File: config.mk
export PLATFORM = sky130hd
export DESIGN_NAME = l1_line_ctrl
export DESIGN_NICKNAME = d
export VERILOG_FILES = /design/src/rtl/l1c_pkg.sv /design/src/rtl/l1c_fsm.sv /design/src/rtl/l1c_line_store.sv /design/src/rtl/l1c_msg_out.sv /design/src/rtl/l1_line_ctrl.sv
export SDC_FILE = /design/constraint.sdc
export NUM_CORES = 1
export LEC_CHECK = 0
export BUFFER_PORTS_ARGS = -buffer_cell sky130_fd_sc_hd__buf_2
export CORE_ASPECT_RATIO = 1.2
export CORE_MARGIN = 3
export CORE_UTILIZATION = 49
export CTS_CLUSTER_DIAMETER = 60
export DETAILED_ROUTE_END_ITERATION = 8
export MAX_ROUTING_LAYER = met4
export PLACE_DENSITY = 0.82
export SLEW_MARGIN = 20
export SYNTH_ARGS = -nofsm -noshare
export SYNTH_HDL_FRONTEND = slang
export SYNTH_SLANG_ARGS = --single-unit
export TNS_END_PERCENT = 1
File: constraint.sdc
create_clock -name clk_i -period 2.9 [get_ports clk_i]
set_input_delay 0.58 -clock clk_i [delete_from_list [all_inputs] [get_ports clk_i]]
set_output_delay 0.58 -clock clk_i [all_outputs]
set_load 0.01 [all_outputs]
File: src/rtl/l1c_pkg.sv
package l1c_pkg;
  typedef enum logic [1:0] {OP_LOAD = 2'd0, OP_IFETCH = 2'd1, OP_STORE = 2'd2, OP_REPL = 2'd3} cpu_op_e;
  typedef enum logic [2:0] {NM_INV = 3'd0, NM_FWDX = 3'd1, NM_DATA_S = 3'd2, NM_DATA_E = 3'd3,
                            NM_ACK = 3'd4} net_msg_e;
  typedef enum logic [2:0] {OM_GETS = 3'd0, OM_GETX = 3'd1, OM_INV_ACK = 3'd2, OM_DATA_L2 = 3'd3,
                            OM_DATA_REQ = 3'd4, OM_PUTX = 3'd5} out_msg_e;
  typedef enum logic [3:0] {ST_I, ST_S, ST_E, ST_M, ST_IS, ST_IM, ST_SM, ST_IS_I, ST_M_I,
                            ST_SINK} line_st_e;
  typedef struct packed {
    logic     msg_vld;
    out_msg_e msg;
    logic     from_tbe;
    logic     evict;
    logic     cap_addr;
    logic     tbe_wdata;
    logic     tbe_line;
    logic     line_wdata;
    logic     line_net;
    logic     line_tbe;
  } act_t;
endpackage

File: src/rtl/l1c_fsm.sv
module l1c_fsm
  import l1c_pkg::*;
(
  input  line_st_e   st_q,
  input  logic       cpu_valid_i,
  input  logic [1:0] cpu_op_i,
  input  logic       net_valid_i,
  input  logic [2:0] net_type_i,
  output line_st_e   st_d,
  output logic       cpu_ready_o,
  output act_t       act_o
);
  cpu_op_e  op;
  net_msg_e nm;
  logic     stable;

  assign op     = cpu_op_e'(cpu_op_i);
  assign nm     = net_msg_e'(net_type_i);
  assign stable = (st_q == ST_I) || (st_q == ST_S) || (st_q == ST_E) || (st_q == ST_M);
  assign cpu_ready_o = stable && !net_valid_i;

  always_comb begin
    st_d  = st_q;
    act_o = '0;
    if (net_valid_i) begin
      unique case (st_q)
        ST_I: if (nm == NM_INV) begin act_o.msg_vld = 1'b1; act_o.msg = OM_INV_ACK; end
        ST_S: if (nm == NM_INV) begin
          act_o.msg_vld = 1'b1; act_o.msg = OM_INV_ACK; act_o.evict = 1'b1; st_d = ST_I;
        end
        ST_E, ST_M: begin
          if (nm == NM_INV) begin
            act_o.msg_vld = 1'b1; act_o.evict = 1'b1; st_d = ST_I;
            act_o.msg = (st_q == ST_M) ? OM_DATA_L2 : OM_INV_ACK;
          end else if (nm == NM_FWDX) begin
            act_o.msg_vld = 1'b1; act_o.msg = OM_DATA_REQ; act_o.evict = 1'b1; st_d = ST_I;
          end
        end
        ST_IS: begin
          if (nm == NM_DATA_S) begin act_o.line_net = 1'b1; st_d = ST_S; end
          else if (nm == NM_DATA_E) begin act_o.line_net = 1'b1; st_d = ST_E; end
          else if (nm == NM_INV) begin act_o.msg_vld = 1'b1; act_o.msg = OM_INV_ACK; st_d = ST_IS_I; end
        end
        ST_IS_I: if (nm == NM_DATA_S || nm == NM_DATA_E) st_d = ST_I;
        ST_IM:   if (nm == NM_DATA_E) begin act_o.line_tbe = 1'b1; st_d = ST_M; end
        ST_SM:   if (nm == NM_ACK) begin act_o.line_tbe = 1'b1; st_d = ST_M; end
        ST_M_I: begin
          if (nm == NM_ACK) st_d = ST_I;
          else if (nm == NM_FWDX || nm == NM_INV) begin
            act_o.msg_vld = 1'b1; act_o.from_tbe = 1'b1; st_d = ST_SINK;
            act_o.msg = (nm == NM_FWDX) ? OM_DATA_REQ : OM_DATA_L2;
          end
        end
        ST_SINK: begin
          if (nm == NM_INV) begin act_o.msg_vld = 1'b1; act_o.msg = OM_INV_ACK; end
          else if (nm == NM_ACK) st_d = ST_I;
        end
        default: st_d = ST_I;
      endcase
    end else if (cpu_valid_i && cpu_ready_o) begin
      unique case (st_q)
        ST_I: begin
          if (op == OP_LOAD || op == OP_IFETCH) begin
            act_o.msg_vld = 1'b1; act_o.msg = OM_GETS; act_o.cap_addr = 1'b1; st_d = ST_IS;
          end else if (op == OP_STORE) begin
            act_o.msg_vld = 1'b1; act_o.msg = OM_GETX; act_o.cap_addr = 1'b1;
            act_o.tbe_wdata = 1'b1; st_d = ST_IM;
          end
        end
        ST_S: begin
          if (op == OP_STORE) begin
            act_o.msg_vld = 1'b1; act_o.msg = OM_GETX; act_o.tbe_wdata = 1'b1; st_d = ST_SM;
          end else if (op == OP_REPL) begin
            act_o.evict = 1'b1; st_d = ST_I;
          end
        end
        ST_E, ST_M: begin
          if (op == OP_STORE) begin
            act_o.line_wdata = 1'b1; st_d = ST_M;
          end else if (op == OP_REPL) begin
            act_o.msg_vld = 1'b1; act_o.msg = OM_PUTX; act_o.tbe_line = 1'b1;
            act_o.evict = 1'b1; st_d = ST_M_I;
          end
        end
        default: ;
      endcase
    end
  end
endmodule

File: src/rtl/l1c_line_store.sv
module l1c_line_store
  import l1c_pkg::*;
#(
  parameter int AW = 32,
  parameter int DW = 32
) (
  input  logic          clk_i,
  input  logic          rst_ni,
  input  act_t          act_i,
  input  logic [AW-1:0] cpu_addr_i,
  input  logic [DW-1:0] cpu_wdata_i,
  input  logic [DW-1:0] net_data_i,
  output logic [AW-1:0] addr_d_o,
  output logic [DW-1:0] line_q_o,
  output logic [DW-1:0] tbe_q_o
);
  logic [AW-1:0] addr_q;

  assign addr_d_o = act_i.cap_addr ? cpu_addr_i : addr_q;

  always_ff @(posedge clk_i or negedge rst_ni) begin
    if (!rst_ni) begin
      addr_q   <= '0;
      line_q_o <= '0;
      tbe_q_o  <= '0;
    end else begin
      addr_q <= addr_d_o;
      if (act_i.line_wdata)    line_q_o <= cpu_wdata_i;
      else if (act_i.line_net) line_q_o <= net_data_i;
      else if (act_i.line_tbe) line_q_o <= tbe_q_o;
      if (act_i.tbe_wdata)     tbe_q_o <= cpu_wdata_i;
      else if (act_i.tbe_line) tbe_q_o <= line_q_o;
    end
  end
endmodule

File: src/rtl/l1c_msg_out.sv
module l1c_msg_out
  import l1c_pkg::*;
#(
  parameter int AW = 32,
  parameter int DW = 32
) (
  input  logic          clk_i,
  input  logic          rst_ni,
  input  act_t          act_i,
  input  logic          evict_en_i,
  input  logic [AW-1:0] addr_i,
  input  logic [DW-1:0] line_i,
  input  logic [DW-1:0] tbe_i,
  output logic          msg_valid_o,
  output logic [2:0]    msg_type_o,
  output logic [AW-1:0] msg_addr_o,
  output logic [DW-1:0] msg_data_o,
  output logic          evict_valid_o,
  output logic [AW-1:0] evict_addr_o
);
  always_ff @(posedge clk_i or negedge rst_ni) begin
    if (!rst_ni) begin
      msg_valid_o   <= 1'b0;
      msg_type_o    <= '0;
      msg_addr_o    <= '0;
      msg_data_o    <= '0;
      evict_valid_o <= 1'b0;
      evict_addr_o  <= '0;
    end else begin
      msg_valid_o   <= act_i.msg_vld;
      msg_type_o    <= act_i.msg;
      msg_addr_o    <= addr_i;
      msg_data_o    <= act_i.from_tbe ? tbe_i : line_i;
      evict_valid_o <= act_i.evict && evict_en_i;
      evict_addr_o  <= addr_i;
    end
  end
endmodule

File: src/rtl/l1_line_ctrl.sv
module l1_line_ctrl
  import l1c_pkg::*;
#(
  parameter int AW = 32,
  parameter int DW = 32
) (
  input  logic          clk_i,
  input  logic          rst_ni,
  input  logic          evict_en_i,
  input  logic          cpu_valid_i,
  input  logic [1:0]    cpu_op_i,
  input  logic [AW-1:0] cpu_addr_i,
  input  logic [DW-1:0] cpu_wdata_i,
  output logic          cpu_ready_o,
  input  logic          net_valid_i,
  input  logic [2:0]    net_type_i,
  input  logic [DW-1:0] net_data_i,
  output logic          msg_valid_o,
  output logic [2:0]    msg_type_o,
  output logic [AW-1:0] msg_addr_o,
  output logic [DW-1:0] msg_data_o,
  output logic          evict_valid_o,
  output logic [AW-1:0] evict_addr_o
);
  line_st_e      st_q, st_d;
  act_t          act;
  logic [AW-1:0] addr_d;
  logic [DW-1:0] line_q, tbe_q;

  always_ff @(posedge clk_i or negedge rst_ni) begin
    if (!rst_ni) st_q <= ST_I;
    else         st_q <= st_d;
  end

  l1c_fsm u_fsm (
    .st_q(st_q), .cpu_valid_i(cpu_valid_i), .cpu_op_i(cpu_op_i),
    .net_valid_i(net_valid_i), .net_type_i(net_type_i),
    .st_d(st_d), .cpu_ready_o(cpu_ready_o), .act_o(act)
  );

  l1c_line_store #(.AW(AW), .DW(DW)) u_store (
    .clk_i(clk_i), .rst_ni(rst_ni), .act_i(act), .cpu_addr_i(cpu_addr_i),
    .cpu_wdata_i(cpu_wdata_i), .net_data_i(net_data_i),
    .addr_d_o(addr_d), .line_q_o(line_q), .tbe_q_o(tbe_q)
  );

  l1c_msg_out #(.AW(AW), .DW(DW)) u_out (
    .clk_i(clk_i), .rst_ni(rst_ni), .act_i(act), .evict_en_i(evict_en_i),
    .addr_i(addr_d), .line_i(line_q), .tbe_i(tbe_q),
    .msg_valid_o(msg_valid_o), .msg_type_o(msg_type_o), .msg_addr_o(msg_addr_o),
    .msg_data_o(msg_data_o), .evict_valid_o(evict_valid_o), .evict_addr_o(evict_addr_o)
  );
endmodule

* After elaboration in Yosys (flattened, before gate mapping) *
Index checks and enable logic that the tools add are counted.

word-level totals
  bits in registers = 137
  input port bits = 106
  logic and storage cells = 129

operators by class
  eq/ne operators = 29
  reductions and logical operators = 21
  multiplexer cells = 71

operators with widths
  cell                count
  $mux 32             6
  $mux 4              33
  $pmux 4 s9          1
  $pmux 4 s3          2
  $mux 1              18
  $eq 4x3->1 const B  4
  $pmux 4 s4          1
  $mux 5              3
  $reduce_and 15->1   1
  $ne 3x2->1 const B  4
  $ne 4x2->1 const B  3
  $ne 3x3->1 const B  3
  $eq 4x2->1 const B  2
  $eq 4x4->1 const B  2
  $eq 3x2->1 const B  2
  $logic_or 1x1->1    6
  $mux 2              3
  $pmux 1 s2          3
  $reduce_or 3->1     2
  $ne 5x2->1 const B  1
  $eq 2x2->1 const B  2
  $eq 4x1->1 const B  1
  $logic_not 4->1     1
  $ne 4x4->1 const B  1
  other kinds (13)    16

* Longest topological paths before layout *
Gate-level depths: netlist of run 1.

  word-level depth = 10
  depth in mapped cells = 8
  depth with buffers taken out = 5

* Hierarchy *
A second synthesis of run 1 with hierarchy kept.

second synthesis, totals
  cell total of the unflattened synthesis = 627
  area total of the unflattened synthesis = 8080.2 µm²

by module, submodules not included
  module          cells each  instances  sequential area each (µm²)  area an instance (µm²)
  l1c_line_store  385         1          2402.3                      4854.7
  l1c_msg_out     138         1          1726.7                      2517.4
  l1c_fsm         100         1          0.0                         608.1
  l1_line_ctrl    4           1          100.1                       100.1

* Worst setup path before layout of run 1 *
No wires, ideal clock.

  path type = input -> register
  start point = input net_type_i[1]
  end point = register u_store.line_q_o[0]
  data arrival time = 1.936 ns
  buffers on the path = 1
  data required time = 2.775 ns
  stages = 6
  path slack = 0.839 ns
  cell sequence = or3b_4 -> nor2_4 -> a32oi_2 -> o211ai_4 -> buf_12 -> mux2_4

between the ends
  cells in the longest elaborated chain, start to end = 7
  elaborated cells between the ends (all ways) = 12

ends and longest elaborated chain
  what                  line                          text
  start, declared       l1_line_ctrl.sv:16            input logic [2:0] net_type_i,
  $eq 3x2->1            l1c_fsm.sv:41, l1c_fsm.sv:45
  $mux 1                l1c_fsm.sv:41, l1c_fsm.sv:45
  $mux 1                l1c_fsm.sv:40                 if (nm == NM_DATA_S) begin act_o.line_net = 1'b1; st_d = ST_S; end
  $mux 1                l1c_fsm.sv:26                 unique case (st_q)
  $mux 2 *              l1c_fsm.sv:25                 if (net_valid_i) begin
  $mux 32               l1c_line_store.sv:29          else if (act_i.line_net) line_q_o <= net_data_i;
  $mux 32               l1c_line_store.sv:28          if (act_i.line_wdata) line_q_o <= cpu_wdata_i;
  end signal, assigned  l1c_line_store.sv:28
  end signal, assigned  l1c_line_store.sv:29
  end signal, assigned  l1c_line_store.sv:30          else if (act_i.line_tbe) line_q_o <= tbe_q_o;
  end, declared         l1c_line_store.sv:14          output logic [DW-1:0] line_q_o,

Every way passes the cells marked *; elsewhere a longest branch is shown, timed or not.
A chain may end at the register's enable or synchronous reset.

* Final worst setup path of run 1 *
  start point = register st_q[3]
  end point = output cpu_ready_o

between the ends
  cells in the longest elaborated chain, start to end = 5
  elaborated cells between the ends (all ways) = 8

ends and longest elaborated chain
  what                                                  line                text
  start, declared                                       l1_line_ctrl.sv:25  line_st_e st_q, st_d;
  start signal, assigned                                l1_line_ctrl.sv:32  else st_q <= st_d;
  $eq 4x1->1 / $logic_not 4->1 (equally long branches)  l1c_fsm.sv:19       assign stable = (st_q == ST_I) || (st_q == ST_S) || (st_q == ST_E) || (st_q == ST_M);
  $logic_or 1x1->1 (2 in series)                        l1c_fsm.sv:19
  $logic_or 1x1->1 *                                    l1c_fsm.sv:19
  $logic_and 1x1->1 *                                   l1c_fsm.sv:20       assign cpu_ready_o = stable && !net_valid_i;
  end, declared                                         l1_line_ctrl.sv:14  output logic cpu_ready_o,

Marks and branches as above.

==> results of run 1 <==
worst max-delay path: cells and delay by family (launching register included):
family                 cells  cell delay, ns
DFF                        1            0.57
buffers and inverters      2            0.26
and+or+nand+nor            1            0.48
cell families after synthesis:
group,after synthesis
AO/OA/AOI/OAI,98
flip-flops,137
multiplexers,165
buffers and inverters,79
AND/OR/NAND/NOR,111
power groups by stage:
stage          Combinational [W]  Clock, W  Sequential [W]
2_1_floorplan            0.00223         0         0.00356
3_3_place_gp             0.00314         0         0.00344
3_5_place_dp             0.00320         0         0.00346
4_1_cts                  0.00321   0.00206         0.00345
5_1_grt                  0.00351   0.00216         0.00357
6_report                 0.00317   0.00200         0.00344
path summary, 6_finish.rpt:
check,startpoint,to,slack [ns],cells past startpoint
min reg2reg,u_out.evict_addr_o[13],u_out.evict_addr_o[13],0.50,1
max,st_q[3],cpu_ready_o,0.61,3
max in group asynchronous,rst_ni,u_out.msg_data_o[6],2.10,2
min,rst_ni,u_out.msg_data_o[26],0.06,1
min in group clk_i,cpu_addr_i[2],u_out.evict_addr_o[2],0.38,2
max reg2reg,st_q[3],u_store.line_q_o[18],0.61,6
registers in the layout, indices dropped and copies added (netlist names):
signal and flops:
u_out.msg_valid_o 1, u_out.msg_data_o 32, u_out.evict_addr_o 32, u_store.tbe_q_o 32, st_q 4, u_store.line_q_o 32
u_out.evict_valid_o 1, u_out.msg_type_o 3
final cells by class:
class / instances / area [um2] / share of cell area (%)
multi-input combinational: 374 / 3050 / 35.9
sequential: 137 / 3430 / 40.4
clock inverter: 11 / 98.8 / 1.16
timing repair buffer: 223 / 1210 / 14.3
antenna: 1 / 2.50 / 0.0295
inverter: 8 / 30.0 / 0.354
tap: 171 / 214 / 2.52
clock buffer: 20 / 457 / 5.38
stage by stage:
stage / hold WS [ns] / area (um2) / worst slack, ns
after floorplan: 0.284 / 7060 / 0.839
after global placement: 0.491 / 7930 / 0.599
after detailed placement: 0.498 / 7930 / 0.563
after CTS: 0.0508 / 8490 / 0.599
after global routing: 0.0660 / 8490 / 0.501
final: 0.0555 / 8490 / 0.606
metal layers:
| layer | vias to the layer above | GRT usage, % |
|---|---|---|
| met3 | 17 | 5.23 |
| met1 | 2442 | 25.0 |
| li1 | 2396 | - |
| met5 | - | - |
| met2 | 217 | 33.6 |
| met4 | 0 | 7.44 |
synthesized netlist by cell type (2+ instances only):
library cell | n | area [um2]
nor2_4 | 2 | 22.5
mux2i_1 | 67 | 671
clkbuf_1 | 7 | 26.3
nand2_1 | 10 | 37.5
mux2_1 | 30 | 338
inv_1 | 6 | 22.5
and3_1 | 2 | 12.5
nand3b_1 | 2 | 15.0
buf_12 | 3 | 60.1
and2_1 | 2 | 12.5
o21ai_0 | 5 | 25.0
nor4_1 | 2 | 12.5
buf_4 | 36 | 270
nand4_1 | 3 | 18.8
buf_1 | 2 | 7.51
and2b_2 | 2 | 17.5
buf_2 | 11 | 55.1
mux2_4 | 30 | 450
inv_2 | 2 | 7.51
nor2_1 | 70 | 263
buf_8 | 3 | 45.0
nor2b_1 | 2 | 12.5
dfrtp_1 | 137 | 3430
a31oi_1 | 2 | 12.5
buf_6 | 9 | 101
mux2_2 | 38 | 428
nand2b_1 | 4 | 25.0
a32oi_1 | 2 | 17.5
nor4b_4 | 2 | 47.6
a21oi_1 | 74 | 370
==> run_results.csv, run 1 <==
group,metric,value,unit
outcome,status,"completed",
grt,grt_pass1_wl,24700,um
route,wl_met2,7870,um
floorplanning,dieArea,0.0159,mm2
floorplanning,core,0.0139,mm2
pwr,sequentialPowerShare,40.0,%
clocking,clkLatencyLatePin,0.41,ns
synth,synth_compound_area_share,8.26,%
synth,synth_area,0.00706,mm2
finish,final_cells,945,
route,wl_per_cell,16.7,um
setup_path,slowest_delay,0.57,ns
pwr,power_leakage,4.01,nW
finish,syn_to_final_growth,20.2,%
synth,synth_cell_type_count,53,
finish,final_util,60.9,%
floorplanning,die_h,138,um
synth,synthMuxAreaShare,26.7,%
clocking,hold_buffers,0,
route,vias_per_cell,5.37,
timing,worstMarginPinSlew,0.539,ns
flow_run,maxCapViolations,0,
placed_design,routabilityCongestion,0.930,
floorplanning,initial_core_util,50.7,%
route,vias,5072,
pwr,p_clk_share,23.2,%
grt,antenna_found_initial,1,
synth,ys_warn_count,0,
timing,finalSetupViolCount,0,
timing,fin_skew,0.00693,ns
synth,ys_ff_latch,137,
hold_path,hold_path_class,"in2async",
route,finalWirelength,15700,um
floorplanning,num_rows,47,
route,wl_met1,6530,um
finish,drive_gt1_share,43.6,%
setup_path,cp-end-kind,"output pin",
route,drtAntennaViolNets,0,
synth,syn_nets,696,
floorplanning,die_x,116,um
timing,report.final.slew_viol_count,0,
clocking,clkSinkCount,137,
clocking,postCtsSetupBuffers,0,
synth,syn_inst,590,
synth,ys_async_sr_fraction,100,%
route,drc,0,
pwr,p_per_area,1010,mW/mm2
grt,grt_use_total,20.7,%
synth,synth_fa_ha_area_share,0,%
setup_path,path_max_fanout,12,
route,first_pass_iters,4,
pwr,internal_power,0.00575,W
timing,rsz0062_at_grt,"no",
timing,fin_setup_tns,0,ns
pwr,p_switching,0.00286,W
setup_path,crit_type,"reg2out",
pwr,ir_worst_vdd,0.497,mV
timing,clock.fmax,436,MHz
clocking,cts_resized,0,
synth,synthXorXnorAreaFrac,0,%
timing,min_period_over_period,79.1,%
pwr,power,0.00861,W
route,drt_iter0_drc,235,
placed_design,dp.cells,913,
clocking,clk_pin_slew,0.06,ns
timing,fin_crit,2.29,ns
route,wl_met3,1160,um
synth,ys_seq_area_share,48.5,%
pwr,swShare,33.3,%
synth,synth_top_flop_cell,"dfrtp_1",
timing,slew_headroom,64.0,%
finish,final_cell_mix,"buf_2, dfrtp_1, a21oi_1",
floorplanning,pin_count,208,
finish,nets,867,
finish,layout_commonest_cell,"buf_2",
setup_path,startpoint_type,"flop",
synth,synth-edff-count,0,
clocking,cts_buffers,17,
grt,grt_pass1_vias,4878,
setup_path,crit_path_top_delay_cell,"dfrtp_1",
setup_path,critPathArrivalTime,1.71,ns
setup_path,cp.required,2.32,ns
grt,gr-total-overflow,0,
clocking,htreeDepth,4,
finish,nFillCells,1119,
placed_design,numPortBuffers,207,
timing,hold_viol,0,
grt,grt_max_degree,72,
synth,synth.avg_cell_area,12.0,um2
clocking,clockBufferDepth,2,
setup_path,path_cells,"or3_1 > inv_2 > buf_2",
route,top_layer,"met4",
placed_design,dp_hpwl,10900,um
clocking,root_buffer,"clkbuf_16",
synth,synth-simple-area-share,8.04,%
pwr,combinationalPowerShare,36.8,%
clocking,cts_tree,"done",
synth,synth_top_family_by_area,"multiplexers",
No activity file was read; power rests on OpenSTA's default activity.
==> run 2: changes to the inputs <==
clock period = 2.4 ns   (was 2.9 ns; I/O delays follow)
==> run 2 against run 1 <==
Against the previous run: count of clock-buffer cells in the layout unchanged; wire length increased by 6.1%; critical path depth increased by 2; worst setup slack got worse by 0.44 ns; via count increased by 0.75%; sequential power increased by 22%; highest routed layer unchanged.
==> run_results.csv, run 2 (same netlist as run 1, synthesis figures left out) <==
group,metric,value,unit
floorplanning,num_rows,47,
outcome,status,"completed",
route,drtAntennaViolNets,0,
clocking,clockBufferDepth,2,
grt,gr-total-overflow,0,
floorplanning,die_h,138,um
floorplanning,pin_count,208,
floorplanning,initial_core_util,50.7,%
timing,worstMarginPinSlew,0.466,ns
flow_run,maxCapViolations,0,
finish,drive_gt1_share,44.3,%
clocking,root_buffer,"clkbuf_16",
finish,nets,877,
timing,fin_crit,2.24,ns
finish,layout_commonest_cell,"buf_2",
timing,hold_viol,0,
finish,syn_to_final_growth,22.8,%
timing,finalSetupViolCount,0,
route,vias_per_cell,5.35,
timing,clock.fmax,447,MHz
pwr,ir_worst_vdd,0.665,mV
clocking,cts_buffers,17,
placed_design,routabilityCongestion,0.896,
finish,final_cell_mix,"buf_2, dfrtp_1, a21oi_1",
timing,report.final.slew_viol_count,0,
grt,antenna_found_initial,1,
placed_design,dp_hpwl,11900,um
setup_path,cp-end-kind,"flop",
setup_path,cp.required,2.70,ns
grt,grt_max_degree,57,
timing,fin_skew,0.0121,ns
setup_path,path_max_fanout,13,
hold_path,hold_path_class,"in2reg",
grt,grt_use_total,21.8,%
route,vias,5110,
timing,fin_setup_tns,0,ns
finish,multiInputGateArea,0.00305,mm2
grt,grt_pass1_vias,5062,
grt,grt_pass1_wl,25800,um
floorplanning,die_x,116,um
clocking,clk_pin_slew,0.06,ns
pwr,power_leakage,4.10,nW
route,first_pass_iters,4,
finish,ff_latch_area,0.00343,mm2
route,drt_iter0_drc,158,
timing,rsz0062_at_grt,"no",
pwr,p_per_area,1240,mW/mm2
clocking,clkSinkCount,137,
floorplanning,core,0.0139,mm2
clocking,postCtsSetupBuffers,0,
finish,final_util,62.2,%
route,finalWirelength,16700,um
setup_path,critPathArrivalTime,2.53,ns
timing,slew_headroom,68.9,%
placed_design,numPortBuffers,207,
clocking,cts_tree,"done",
pwr,power,0.0107,W
floorplanning,dieArea,0.0159,mm2
clocking,clkLatencyLatePin,0.42,ns
clocking,htreeDepth,4,
timing,min_period_over_period,93.1,%
finish,nFillCells,1093,
setup_path,startpoint_type,"flop",
setup_path,crit_type,"reg2reg",
route,wl_per_cell,17.5,um
route,drc,0,
run 2: cell count changes in the layout (fill, tap and decap cells not counted), sizes merged:
| cell | delta |
|---|---|
| buf | +9 |
| clkinv | -2 |
| inv | +2 |
| bufinv | +1 |
| dlygate4sd3 | +1 |
run 2: per-layer routing:
layer | part of all wire (%) | GRT usage [%] | vias up
li1 | - | - | 2412
met1 | 42 | 26.0 | 2458
met2 | 50 | 35.8 | 209
met3 | 6.5 | 5.58 | 31
met4 | 2.0 | 8.09 | 0
met5 | 0 | - | -
run 2: timing repair:
action,in CTS,in global routing
gates resized for setup,0,0
endpoints found under the hold margin,38,0
hold buffers,1,0
run 2: worst paths after layout:
| path | to | slack (ns) | from | cells after the start |
|---|---|---|---|---|
| max | u_store.line_q_o[10] | 0.16 | st_q[1] | 5 |
| min | u_out.evict_addr_o[15] | 0.27 | cpu_addr_i[15] | 2 |
| max reg2reg | u_store.line_q_o[10] | 0.16 | st_q[1] | 5 |
| min reg2reg | u_out.evict_addr_o[3] | 0.50 | u_out.evict_addr_o[3] | 1 |
| max in group asynchronous | u_store.tbe_q_o[6] | 1.23 | rst_ni | 3 |
| min in group asynchronous | u_out.evict_addr_o[14] | 0.54 | rst_ni | 2 |
run 2: area by class of cell:
class	count	share of cell area, %
Multi-Input combinational cell	374	35.1
Clock buffer	20	5.27
Inverter	8	0.346
Clock inverter	12	1.62
Tap cell	171	2.47
Timing Repair Buffer	233	15.6
Sequential cell	137	39.5
Antenna cell	1	0.0289
run 2: report_power, final:
group / total [W] / internal, W / switching (W) / leakage, nW
Combinational: 0.00392 / 0.00211 / 0.00182 / 2.16
Sequential: 0.00421 / 0.00343 / 0.000780 / 1.66
Clock: 0.00260 / 0.00160 / 0.00100 / 0.284
Total: 0.0107 / 0.00713 / 0.00360 / 4.10
run 2: stage by stage:
stage               area, um2  instances  setup WS, ns  hold WS (ns)
finish                   8670        956         0.165         0.274
global route             8670        956        0.0642         0.254
CTS                      8670        955         0.179         0.251
detailed placement       8060        922         0.128         0.415
global placement         8060        922         0.163         0.413
floorplan                7060        590         0.439         0.184
run 2: critical path, cell delays in order (launching register included):
cell and delay (ns):
dfrtp_1 0.61, nor3b_2 0.33, nand4b_1 0.33, o211ai_4 0.26
buf_4 0.28, mux2_4 0.31
==> run 3: changes to the inputs <==
PLACE_DENSITY = 0.81   (was 0.82)
SYNTH_HIERARCHICAL = 1   (was not set)
==> run 3 against run 2 <==
Against the previous run: register-to-register slack about the same; clock skew down 0.0033 ns; global-route usage down 1.7 points; sequential share of layout area up 4.0 points; die area up 14%; worst hold slack worse by 0.27 ns; synthesized cell count up 6.3%; final area up 12%; fmax about the same; worst setup slack worse by 0.0012 ns; flip-flop and latch count up 32; utilization down 1.0 points; critical endpoint is now u_store/line_q_o[15]; largest power group unchanged; highest routed layer unchanged.
==> run_results.csv, run 3 <==
group,metric,value,unit
route,first_pass_iters,4,
clocking,clockBufferDepth,2,
synth,synth_top_cell_area_share,52.3,%
timing,worstMarginPinSlew,0.522,ns
timing,slew_headroom,65.1,%
grt,grt_pass1_wl,27400,um
timing,fin_setup_tns,0,ns
setup_path,crit_cells,8,
floorplanning,pin_count,208,
grt,antenna_found_initial,1,
setup_path,crit_type,"reg2reg",
setup_path,crit_path_top_delay_cell,"dfrtp_1",
route,drc,0,
timing,clock.fmax,447,MHz
setup_path,critPathTopFamily,"simple AND/OR/NAND/NOR gates",
synth,synth_common_cells,"dfrtp_1, mux2i_1, nand2_1",
clocking,clk_pin_slew,0.07,ns
setup_path,cp.required,2.70,ns
setup_path,r2r_cells,8,
setup_path,cp-endpoint,"u_store/line_q_o[15]",
timing,fin_crit,2.24,ns
clocking,hold_buffers,0,
finish,syn_to_final_growth,20.3,%
pwr,power_leakage,4.32,nW
hold_path,hold_path_class,"in2async",
finish,final_cell_mix,"buf_2, dfrtp_1, mux2i_1",
timing,fin_skew,0.00879,ns
floorplanning,die_x,123,um
synth,synth.avg_cell_area,12.9,um2
clocking,clkSinkCount,169,
synth,ys_seq_area_share,52.3,%
setup_path,startpoint_type,"flop",
finish,nets,908,
timing,rsz0062_at_grt,"no",
route,wl_per_cell,17.0,um
synth,synth_area,0.00808,mm2
route,drtAntennaViolNets,0,
synth,syn_nets,733,
clocking,cts_tree,"done",
synth,ys_ff_latch,169,
timing,report.final.slew_viol_count,0,
setup_path,worst-path-buf-inv,3,
route,finalWirelength,17400,um
grt,gr-total-overflow,0,
timing,hold_slack,0.00360,ns
synth,yosysMostFrequentCell,"dfrtp_1",
clocking,htreeDepth,4,
outcome,status,"completed",
finish,ff_latch_area,0.00423,mm2
placed_design,numPortBuffers,207,
setup_path,critPathArrivalTime,2.53,ns
finish,multiInputGateArea,0.00326,mm2
setup_path,crit_path_start,"st_q[2]",
grt,grt_max_degree,51,
clocking,postCtsSetupBuffers,0,
setup_path,path_max_fanout,22,
floorplanning,dieArea,0.0181,mm2
setup_path,path_cells,"buf_4 > nor4b_4 > nand2_1 > nor3_2 > buf_4 > buf_4 > nor2b_1 > a211oi_2",
grt,grt_pass1_vias,5457,
finish,drive_gt1_share,44.3,%
clocking,cts_buffers,17,
synth,synth_top_flop_cell,"dfrtp_1",
setup_path,critPathMostFrequentCell,"buf_4",
route,vias,5288,
pwr,p_per_area,1150,mW/mm2
floorplanning,initial_core_util,50.9,%
placed_design,dp_hpwl,12400,um
synth,syn_inst,627,
timing,min_period_over_period,93.2,%
placed_design,routabilityCongestion,0.889,
clocking,cts_resized,0,
pwr,ir_worst_vdd,0.497,mV
route,drt_iter0_drc,177,
route,vias_per_cell,5.16,
setup_path,reg2reg_slack,0.16,ns
setup_path,r2r_start,"st_q[2]",
setup_path,cp-end-kind,"flop",
synth,ys_async_sr_fraction,100,%
synth,synth_cell_type_count,48,
finish,layout_commonest_cell,"buf_2",
clocking,root_buffer,"clkbuf_16",
synth,yosys.area.top_type,"dfrtp_1",
timing,hold_viol,0,
clocking,clkLatencyLatePin,0.42,ns
setup_path,r2r-end,"u_store/line_q_o[15]",
setup_path,slowest_delay,0.45,ns
synth,synthTopCellsByArea,"dfrtp_1, mux2i_1, mux2_4, a211oi_2, mux2_1",
synth,ys_warn_count,6,
flow_run,maxCapViolations,0,
finish,nFillCells,1243,
timing,finalSetupViolCount,0,
floorplanning,die_h,147,um
floorplanning,num_rows,50,
grt,grt_use_total,20.1,%
floorplanning,core,0.0159,mm2
synth,synth-edff-count,0,
## run 3: cell count changes after synthesis, moves of 15 or more
cell / before / now
a21oi_1: 74 / 7
nor2_1: 70 / 11
nand2_1: 10 / 48
mux2_2: 38 / 4
dfrtp_1: 137 / 169
a211oi_2: 0 / 31
o21ai_1: 0 / 30
nor2b_1: 2 / 31
nor3b_1: 0 / 16
nor3b_2: 1 / 16
## run 3: metal layers
metal | up-vias | wire [um] | GRT usage (%) | part of all wire (%)
met5 | - | 0 | - | 0
met4 | 0 | 263 | 6.32 | 1.5
met3 | 18 | 1170 | 4.26 | 6.7
met2 | 201 | 9170 | 35.5 | 53
met1 | 2544 | 6830 | 22.5 | 39
li1 | 2525 | - | - | -
## run 3: worst min path at each step
stage	startpoint	end	slack (ns)	cells after the start
final	rst_ni	u_store/line_q_o[26]	0.004	1
after global routing	rst_ni	u_store/tbe_q_o[27]	0.02	1
after CTS	rst_ni	u_store/line_q_o[26]	0.01	1
after detailed placement	rst_ni	u_store/line_q_o[26]	0.47	1
after global placement	u_store/addr_q[23]	u_out/msg_addr_o[23]	0.46	1
after floorplan	rst_ni	st_q[0]	0.18	0
## run 3: power breakdown
part,switching (W),leakage [nW],internal [W]
sequential,0.000681,2.05,0.00421
clock,0.00124,0.287,0.00142
combinational,0.00178,1.98,0.00188
total,0.00370,4.32,0.00751
## run 3: cells by family (layout without fill, tap and decap cells)
kind of cell | Yosys count | count (layout) | share of synthesized area [%]
buffers and inverters | 83 | 271 | 7.84
AO/OA/AOI/OAI | 99 | 99 | 10.0
flip-flops | 169 | 169 | 52.3
multiplexers | 129 | 129 | 18.4
AND/OR/NAND/NOR | 144 | 144 | 11.1
XOR/XNOR | 3 | 3 | 0.325
other | 0 | 1 | 0
## run 3: final cells by class
class	count	area share, %
Antenna cell	1	0.0257
Clock buffer	18	4.52
Clock inverter	14	1.53
Inverter	6	0.232
Multi-Input combinational cell	375	33.5
Sequential cell	169	43.5
Tap cell	208	2.68
Timing Repair Buffer	233	14.0
## run 3: metrics by stage
| stage | area (um2) | total power (W) | std cells | worst slack (ns) | utilization (%) |
|---|---|---|---|---|---|
| floorplan | 8080 | 0.00748 | 627 | 0.353 | - |
| global placement | 9130 | 0.00848 | 991 | 0.224 | 57.5 |
| detailed placement | 9130 | 0.00866 | 991 | 0.158 | 57.5 |
| CTS | 9720 | 0.0114 | 1023 | 0.161 | 61.2 |
| global route | 9720 | 0.0120 | 1024 | 0.00176 | 61.2 |
| finish | 9720 | 0.0112 | 1024 | 0.163 | 61.2 |
